`src/rtl/cpf_pkg.sv`:
```
package cpf_pkg;

    typedef enum logic [1:0] {
        FS_EMPTY = 2'd0,
        FS_PART  = 2'd1,
        FS_FULL  = 2'd2
    } fill_state_e;

endpackage

```
`src/rtl/cpf_fill_fsm.sv`:
```
module cpf_fill_fsm #(
    parameter int DEPTH = 2,
    localparam int LVL_W = $clog2(DEPTH + 1)
) (
    input  logic             clk_i,
    input  logic             rst_ni,
    input  logic             clr_i,
    input  logic             push_i,
    input  logic             pop_i,
    output logic [LVL_W-1:0] level_o,
    output logic             full_o,
    output logic             empty_o
);
    import cpf_pkg::*;

    fill_state_e      state_q, state_d;
    logic [LVL_W-1:0] level_q, level_d;

    // occupancy counter
    always_comb begin
        level_d = level_q;
        if (push_i && !pop_i) begin
            level_d = level_q + LVL_W'(1);
        end else if (pop_i && !push_i) begin
            level_d = level_q - LVL_W'(1);
        end
    end

    always_ff @(posedge clk_i or negedge rst_ni) begin
        if (!rst_ni) begin
            level_q <= '0;
        end else if (clr_i) begin
            level_q <= '0;
        end else begin
            level_q <= level_d;
        end
    end

    // next-state logic
    always_comb begin
        state_d = state_q;
        if (clr_i) begin
            state_d = FS_EMPTY;
        end else begin
            unique case (state_q)
                FS_EMPTY: begin
                    if (push_i) state_d = (DEPTH == 1) ? FS_FULL : FS_PART;
                end
                FS_PART: begin
                    if (push_i && !pop_i && level_q == LVL_W'(DEPTH - 1)) begin
                        state_d = FS_FULL;
                    end else if (pop_i && !push_i && level_q == LVL_W'(1)) begin
                        state_d = FS_EMPTY;
                    end
                end
                FS_FULL: begin
                    if (pop_i && !push_i) state_d = (DEPTH == 1) ? FS_EMPTY : FS_PART;
                end
                default: state_d = FS_EMPTY;
            endcase
        end
    end

    // state register
    always_ff @(posedge clk_i or negedge rst_ni) begin
        if (!rst_ni) begin
            state_q <= FS_EMPTY;
        end else begin
            state_q <= state_d;
        end
    end

    // outputs decoded from state
    always_comb begin
        full_o  = 1'b0;
        empty_o = 1'b0;
        unique case (state_q)
            FS_EMPTY: empty_o = 1'b1;
            FS_PART:  ;
            FS_FULL:  full_o  = 1'b1;
            default:  empty_o = 1'b1;
        endcase
    end

    assign level_o = level_q;

endmodule

```
`src/rtl/cpf_store.sv`:
```
module cpf_store #(
    parameter int DEPTH = 2,
    parameter int WIDTH = 8,
    localparam int PTR_W = (DEPTH > 1) ? $clog2(DEPTH) : 1
) (
    input  logic             clk_i,
    input  logic             rst_ni,
    input  logic             clr_i,
    input  logic             push_i,
    input  logic             pop_i,
    input  logic [WIDTH-1:0] wdata_i,
    output logic [WIDTH-1:0] rdata_o
);
    logic [PTR_W-1:0] wptr_q, rptr_q;
    logic [WIDTH-1:0] mem_q [DEPTH];
    logic [DEPTH-1:0] slot_we;

    function automatic logic [PTR_W-1:0] ptr_step(input logic [PTR_W-1:0] p);
        return (p == PTR_W'(DEPTH - 1)) ? '0 : p + PTR_W'(1);
    endfunction

    for (genvar e = 0; e < DEPTH; e++) begin : g_slot
        assign slot_we[e] = push_i && (wptr_q == PTR_W'(e));
    end

    always_ff @(posedge clk_i) begin
        for (int e = 0; e < DEPTH; e++) begin
            if (slot_we[e]) mem_q[e] <= wdata_i;
        end
    end

    always_ff @(posedge clk_i or negedge rst_ni) begin
        if (!rst_ni) begin
            wptr_q <= '0;
            rptr_q <= '0;
        end else if (clr_i) begin
            wptr_q <= '0;
            rptr_q <= '0;
        end else begin
            if (push_i) wptr_q <= ptr_step(wptr_q);
            if (pop_i)  rptr_q <= ptr_step(rptr_q);
        end
    end

    assign rdata_o = mem_q[rptr_q];

endmodule

```
`src/rtl/cpf_credit.sv`:
```
module cpf_credit #(
    parameter int DEPTH = 2,
    localparam int CNT_W = $clog2(DEPTH + 1)
) (
    input  logic             clk_i,
    input  logic             rst_ni,
    input  logic             clr_i,
    input  logic             grant_i,
    input  logic             ret_i,
    output logic [CNT_W-1:0] outst_o
);
    logic [CNT_W-1:0] outst_q, outst_d;

    always_comb begin
        outst_d = outst_q;
        unique case ({grant_i, ret_i})
            2'b10:   outst_d = outst_q + CNT_W'(1);
            2'b01:   outst_d = outst_q - CNT_W'(1);
            default: outst_d = outst_q;
        endcase
    end

    always_ff @(posedge clk_i or negedge rst_ni) begin
        if (!rst_ni) begin
            outst_q <= '0;
        end else if (clr_i) begin
            outst_q <= '0;
        end else begin
            outst_q <= outst_d;
        end
    end

    assign outst_o = outst_q;

endmodule

```
`src/rtl/credit_prefetch_fifo.sv`:
```
module credit_prefetch_fifo #(
    parameter int DEPTH = 2,
    parameter int WIDTH = 8
) (
    input  logic             clk_i,
    input  logic             rst_ni,
    input  logic             clr_i,
    output logic             req_o,
    input  logic             gnt_i,
    input  logic             valid_i,
    input  logic [WIDTH-1:0] data_i,
    output logic             ready_o,
    output logic             valid_o,
    output logic [WIDTH-1:0] data_o,
    input  logic             ready_i
);
    localparam int LVL_W = $clog2(DEPTH + 1);
    localparam int SUM_W = LVL_W + 1;

    logic             push, pop, grant, full, empty;
    logic [LVL_W-1:0] level, outst;
    logic [SUM_W-1:0] committed;

    assign ready_o   = !full;
    assign valid_o   = !empty;
    assign push      = valid_i && ready_o;
    assign pop       = valid_o && ready_i;
    assign committed = SUM_W'(level) + SUM_W'(outst);
    assign req_o     = !clr_i && !full && (committed < SUM_W'(DEPTH));
    assign grant     = req_o && gnt_i;

    cpf_fill_fsm #(.DEPTH(DEPTH)) fsm_i (
        .clk_i   (clk_i),
        .rst_ni  (rst_ni),
        .clr_i   (clr_i),
        .push_i  (push),
        .pop_i   (pop),
        .level_o (level),
        .full_o  (full),
        .empty_o (empty)
    );

    cpf_store #(.DEPTH(DEPTH), .WIDTH(WIDTH)) store_i (
        .clk_i   (clk_i),
        .rst_ni  (rst_ni),
        .clr_i   (clr_i),
        .push_i  (push),
        .pop_i   (pop),
        .wdata_i (data_i),
        .rdata_o (data_o)
    );

    cpf_credit #(.DEPTH(DEPTH)) credit_i (
        .clk_i   (clk_i),
        .rst_ni  (rst_ni),
        .clr_i   (clr_i),
        .grant_i (grant),
        .ret_i   (push),
        .outst_o (outst)
    );

endmodule

```
`config.mk`:
```
export PLATFORM = sky130hd
export DESIGN_NAME = credit_prefetch_fifo
export DESIGN_NICKNAME = d
export VERILOG_FILES = /design/src/rtl/cpf_pkg.sv /design/src/rtl/cpf_fill_fsm.sv /design/src/rtl/cpf_store.sv /design/src/rtl/cpf_credit.sv /design/src/rtl/credit_prefetch_fifo.sv
export SDC_FILE = /design/constraint.sdc
export NUM_CORES = 1
export LEC_CHECK = 0
export BUFFER_PORTS_ARGS = -buffer_cell sky130_fd_sc_hd__buf_4
export CORE_MARGIN = 8
export CORE_UTILIZATION = 34
export CTS_BUF_LIST = sky130_fd_sc_hd__clkbuf_4
export DETAILED_ROUTE_END_ITERATION = 7
export GPL_TIMING_DRIVEN = 0
export SLEW_MARGIN = 20
export SYNTH_ARGS = -nofsm -noshare
export SYNTH_HDL_FRONTEND = slang
export SYNTH_SLANG_ARGS = --single-unit
```
`constraint.sdc`:
```
create_clock -name clk_i -period 4.1 [get_ports clk_i]
set_input_delay 0.41 -clock clk_i [delete_from_list [all_inputs] [get_ports clk_i]]
set_output_delay 0.41 -clock clk_i [all_outputs]
set_load 0.01 [all_outputs]
```
==> impl_metrics.toml, run 1 <==
[pwr]
leakagePower_uw = 0.000581
irDropWorstVdd_mv = 0.221
p_int_uw = 469
p_seq_share_pct = 46.1
clkPwrFrac_pct = 14.5
p_switching_uw = 222
combPwrFrac_pct = 39.4
powerDensity_mw_per_mm2 = 482
p_sw_share_pct = 32.2

[die]
die_area_sq_mm = 0.00553
start_util_pct = 35.0
row_count = 21
design.core.area_sq_mm = 0.00331
die_y_um = 74.4
die_x_um = 74.4
ios = 25

[timing]
maxSlewHeadroom_pct = 51.2
rsz0062_at_grt = "false"
finalMaxSlewViolations = 0
fin_crit_sh_pct = 55.0
final.setup.worst_slack_ps = 1850
skew_ps = 4.11
fin_crit_ps = 2250
fmax_mhz = 444
tightest_slew_ps = 730
setup_violations = 0
hold_viol = 0
tns_ps = 0

[hold_path]
min_from = "data_i[1]"
hold_class = "primary input to flop"

[global_routing]
grt_pass1_wl_um = 3400
grt_max_degree = 14
grt_usage_pct = 8.14
antenna_found_initial = 0
grt_overflow = 0
grt_pass1_vias = 800

[clock_tree]
h-tree-depth = 1
clk_latency_ps = 310
post-cts-setup-buffers = 0
cts-hold-fix-buffers = 1
clock-sinks = 24
cts_tree = "built"
clk_pin_slew_worst_paths_ps = 120
post_cts_resized = 0
cts-root-buf = "clkbuf_4"
numCtsBuffers = 3
clk_path_buf_depth = 2

[placement]
pre_cts_slack_ps = 1990
place_area_sq_mm = 0.00140
io_buffer_count = 24
dp_hpwl_um = 1560
place.gp.congestion = 0.748

[setup_path]
worst-setup-path-type = "flop to output pin"
cp_top_family = "adder cells"
slowest_delay_ps = 480
critPathLaunchType = "flop"
path_cells = "and2_1, fa_1, nor4_4, buf_4"
critPathCaptureType = "output pin"
path_max_fanout = 4
timing.rr.start = "credit_i.outst_o[0]$_DFFE_PN0P_"
critPathRequiredTime_ps = 3690
crit_start = "credit_i.outst_o[0]$_DFFE_PN0P_"
cp_num_buf_inv = 1
cp_data_arrival_time_ps = 1840
slowest_stage = "fa_1"

[job]
drv_cap = 0

[detailed_routing]
drc = 0
routed_wl_um = 2050
drt-initial-drc-count = 19
viasPerCell = 4.51
vias = 735
wire_per_inst_um = 12.6
first_pass_iters = 2
ant_nets = 0

[cells_and_area]
final_cell_area_sq_mm = 0.00143
drive_above_1_share_pct = 32.5
utilization_pct = 43.3
layout_common_cells = "buf_4, edfxtp_1, nor2_1, mux2_2, dfrtp_1"
mostFrequentLayoutCell = "buf_4"
areaGrowthSynthToFinish_pct = 23.6
nFillCells = 334
diodes = 0
nets = 138

[synthesis]
synth_area_per_cell_sq_um = 13.2
ys_warn_count = 0
syn_nets = 108
synth-seq-cells = 24
syn_inst = 88
synthDistinctLibCells = 27
ys.flop_type = "edfxtp_1"
synth_edf_count = 16
synthesis.area_sq_mm = 0.00116
async_reset_ff_share_pct = 33.3
ys_seq_area_share_pct = 58.7

[outcome]
status = "complete, no violations"
## layout make-up
| type | count | area (sq um) | share of cell area, % |
|---|---|---|---|
| plain buffers | 3 | 15.0 | 1.05 |
| repair buffers | 25 | 190 | 13.3 |
| clock inverters | 1 | 3.75 | 0.262 |
| inverters | 6 | 22.5 | 1.57 |
| multi-input cells | 55 | 440 | 30.7 |
| clock buffers | 3 | 22.5 | 1.57 |
| well taps | 46 | 57.6 | 4.02 |
| flip-flops and latches | 24 | 681 | 47.5 |
## sequential cells by signal, indices dropped and copies added (netlist names)
| register | count |
|---|---|
| store_i.rptr_q | 1 |
| fsm_i.state_q | 2 |
| store_i.mem_q | 16 |
| credit_i.outst_o | 2 |
| fsm_i.level_o | 2 |
| store_i.wptr_q | 1 |
## Yosys cell counts (2+ instances only)
| cell type | instances | area [sq um] |
|---|---|---|
| dfrtp_1 | 8 | 200 |
| edfxtp_1 | 16 | 480 |
| ha_1 | 5 | 62.6 |
| a21oi_1 | 3 | 15.0 |
| mux2_2 | 8 | 90.1 |
| xor2_1 | 4 | 35.0 |
| inv_1 | 6 | 22.5 |
| clkbuf_1 | 2 | 7.51 |
| nor2_1 | 14 | 52.6 |
| nand2_1 | 2 | 7.51 |
| xnor2_1 | 3 | 26.3 |
| a211oi_1 | 2 | 15.0 |
## logic make-up after synthesis
logic type | count (synthesis) | share of synthesized area [%]
mux | 9 | 9.07
simple gates | 22 | 10.2
fa+ha+maj | 6 | 7.13
buf+inv | 9 | 3.24
xor+xnor | 7 | 5.29
compound gates | 11 | 6.37
flops | 24 | 58.7
## power by group through the flow
stage | combinational (uW) | clock (uW) | sequential, uW
after floorplan | 191 | 0 | 318
after global placement | 268 | 0 | 323
after detailed placement | 273 | 0 | 325
after CTS | 276 | 104 | 320
after global routing | 303 | 112 | 326
final | 272 | 100 | 318
## path summary, 6_finish.rpt
| check | end | slack [ps] | depth (start not counted) |
|---|---|---|---|
| min in group asynchronous | fsm_i.level_o[1]$_DFFE_PN0P_ | 440 | 2 |
| hold / removal | store_i.mem_q[0][1]$_DFFE_PP_ | 280 | 1 |
| setup / recovery | req_o | 1850 | 4 |
| hold reg to reg | fsm_i.level_o[0]$_DFFE_PN0P_ | 600 | 2 |
| setup reg to reg | credit_i.outst_o[1]$_DFFE_PN0P_ | 1990 | 6 |
| max in group asynchronous | fsm_i.level_o[0]$_DFFE_PN0P_ | 3540 | 2 |
## per-stage QoR
step	total power (uW)	instances	hold WS (ps)
CTS	700	163	273
floorplan	509	88	114
global placement	591	158	235
global route	740	163	263
finish	691	163	278
detailed placement	598	158	235
## metal layers
layer	vias up	share of wire, %	GRT usage [%]
met5	-	0	0
met4	0	2.0	3.91
met3	4	8.3	2.83
met2	21	46	13.7
met1	342	44	8.87
li1	368	-	-
Note: power is estimated with default switching activity, not from simulation.
==> run 2: changes to the inputs <==
Settings changed: ABC_AREA set to 1.
Clock period 4.1 ns to 1.9 ns, I/O delays scaled along.
==> impl_metrics.toml, run 2 <==
[global_routing]
grt_pass1_wl_um = 3840
grt_overflow = 0
grt_pass1_vias = 877
antenna_found_initial = 0
grt_usage_pct = 8.91
grt_max_degree = 15

[cells_and_area]
mostFrequentLayoutCell = "nand2_1"
drive_above_1_share_pct = 20.0
areaGrowthSynthToFinish_pct = 26.2
largest_reg_flops = 16
layout_common_cells = "nand2_1, buf_4, edfxtp_1, inv_1, nand3_1"
nFillCells = 340
multi_input_area_sq_um = 398
instances_no_fill = 196
diodes = 0
seqCellArea_sq_um = 681
largest_register = "store_i.mem_q"
nets = 171

[clock_tree]
cts_tree = "built"
clock-sinks = 24
clk_pin_slew_worst_paths_ps = 130
numCtsBuffers = 3
cts-root-buf = "clkbuf_4"
clk_path_buf_depth = 2
clk_latency_ps = 310
h-tree-depth = 1
post_cts_resized = 0

[synthesis]
synth.area.mux_share_pct = 0
synth_edf_count = 16
ys_warn_count = 0
ys_seq_area_share_pct = 59.3
synth_area_per_cell_sq_um = 9.48
ys.flop_type = "edfxtp_1"
synth_top_area_share_pct = 41.9
syn_inst = 121
yosys.area_share.adder_pct = 7.20
netlist_top_cells_area = "edfxtp_1, dfrtp_1, nand2_1"
synth_common_cells = "nand2_1, edfxtp_1, inv_1"
synth-seq-cells = 24
async_reset_ff_share_pct = 33.3
syn_nets = 141
synthDistinctLibCells = 17
yosys.area_share.simple_pct = 23.7
synth_compound_area_share_pct = 3.05
yosysTopAreaCell = "edfxtp_1"
synth_top_family_by_area = "simple AND/OR/NAND/NOR gates"
synth-xor-area-share_pct = 0.763
synthesis.area_sq_mm = 0.00115
yosysMostFrequentCell = "nand2_1"

[setup_path]
critPathRequiredTime_ps = 1850
worst-setup-path-type = "flop to flop"
path_cells = "inv_1, ha_1, inv_1, nand2_1, nor2_1"
slowest_stage = "nor2_1"
path_max_fanout = 9
critPathCaptureType = "flop"
regToRegSetupSlack_ps = -50
cp_top_family = "simple AND/OR/NAND/NOR gates"
critPathLaunchType = "flop"
cp_common_cell = "inv_1"
slowest_delay_ps = 620
cp_num_buf_inv = 2
cp_data_arrival_time_ps = 1900

[pwr]
p_int_uw = 1100
p_switching_uw = 516
leakagePower_uw = 0.000698
powerDensity_mw_per_mm2 = 1110
p_seq_share_pct = 42.3
combPwrFrac_pct = 35.4
irDropWorstVdd_mv = 0.402
p_sw_share_pct = 32.0
clkPwrFrac_pct = 22.3

[detailed_routing]
first_pass_iters = 4
routed_wl_um = 2210
drc = 0
vias = 856
viasPerCell = 4.37
drt-initial-drc-count = 53
ant_nets = 0
wire_per_inst_um = 11.3

[outcome]
status = "complete, but fails checks"
violations = "setup timing"

[timing]
tightest_slew_ps = 762
fin_crit_ps = 1950
skew_ps = 9.55
rsz0062_at_grt = "true"
fin_crit_sh_pct = 103
final.setup.worst_slack_ps = -48.1
finalMaxSlewViolations = 0
hold_viol = 0
maxSlewHeadroom_pct = 49.0
fmax_mhz = 513
hold_slack_ps = 54.4
setup_violations = 16

[job]
drv_cap = 0

[placement]
place.gp.congestion = 0.792
dp.cells = 190
io_buffer_count = 23
dp_hpwl_um = 1690
pre_cts_slack_ps = -61.6

[die]
start_util_pct = 34.9
die_x_um = 74.1
ios = 25
die_area_sq_mm = 0.00549
design.core.area_sq_mm = 0.00328
die_y_um = 74.1
row_count = 21

[hold_path]
hold_class = "primary input to flop"
[run 2: changes by cell type in the layout (fill, tap and decap cells not counted), moves of 2 or more]
cell      delta
xnor2_1      -2
xor2_1       -4
clkbuf_1     -2
nand4_1      +3
nor2_1       -5
a211oi_1     -2
nand3_1     +10
o21ai_0      +3
inv_1        +8
mux2_2       -8
nand2_1     +40
[run 2: final cells by class]
cell class                 instances  share of cell area, %
sequential                        24                   47.0
multi-input combinational         80                   27.5
timing repair buffer              25                   13.1
tap                               46                   3.98
inverter                          15                   3.89
clock inverter                     1                   2.07
clock buffer                       3                   1.56
buffer                             2                  0.864
[run 2: path summary, 6_finish.rpt]
| kind | end | from | depth (start not counted) |
|---|---|---|---|
| setup / recovery | store_i.mem_q[1][0]$_DFFE_PP_ | fsm_i.state_q[0]$_DFFE_PN0P_ | 5 |
| hold / removal | store_i.mem_q[1][5]$_DFFE_PP_ | data_i[5] | 1 |
| setup reg to reg | store_i.mem_q[1][0]$_DFFE_PP_ | fsm_i.state_q[0]$_DFFE_PN0P_ | 5 |
| hold reg to reg | fsm_i.state_q[0]$_DFFE_PN0P_ | fsm_i.state_q[0]$_DFFE_PN0P_ | 2 |
| max in group asynchronous | store_i.rptr_q$_DFFE_PN0P_ | rst_ni | 2 |
| min in group asynchronous | credit_i.outst_o[1]$_DFFE_PN0P_ | rst_ni | 2 |
[run 2: power groups by stage]
stage	logic (uW)	clock network, uW	registers (uW)
after CTS	583	373	684
final	570	359	682
after detailed placement	563	0	699
after global routing	662	400	695
after floorplan	362	0	687
after global placement	549	0	696
[run 2: stage by stage]
| step | TNS, ps | cell area, sq um | power [uW] | util (%) |
|---|---|---|---|---|
| after floorplan | 0 | 1150 | 1050 | - |
| after global placement | -471 | 1380 | 1250 | 41.9 |
| after detailed placement | -912 | 1380 | 1260 | 41.9 |
| after CTS | -1120 | 1450 | 1640 | 44.1 |
| after global routing | -3510 | 1450 | 1760 | 44.1 |
| final | -466 | 1450 | 1610 | 44.1 |
[run 2: what timing repair did]
item,4_1_cts,5_1_grt
setup buffers,1,0
pin swaps,1,0
setup endpoints to repair,17,18
hold endpoints to repair,8,0
hold buffers,1,0
[run 2: cell families (layout without fill, tap and decap cells)]
| kind of cell | Yosys count | in the layout |
|---|---|---|
| AND/OR/NAND/NOR | 66 | 66 |
| flip-flops | 24 | 24 |
| buffers and inverters | 17 | 46 |
| AO/OA/AOI/OAI | 7 | 7 |
| adder cells (fa/ha/maj) | 6 | 6 |
| XOR/XNOR | 1 | 1 |
[run 2: layer usage]
| metal | global-route usage [%] | wire length (um) |
|---|---|---|
| met5 | 0 | 0 |
| met1 | 10.8 | 1080 |
| met4 | 2.66 | 12 |
| met3 | 2.96 | 173 |
| met2 | 14.6 | 943 |
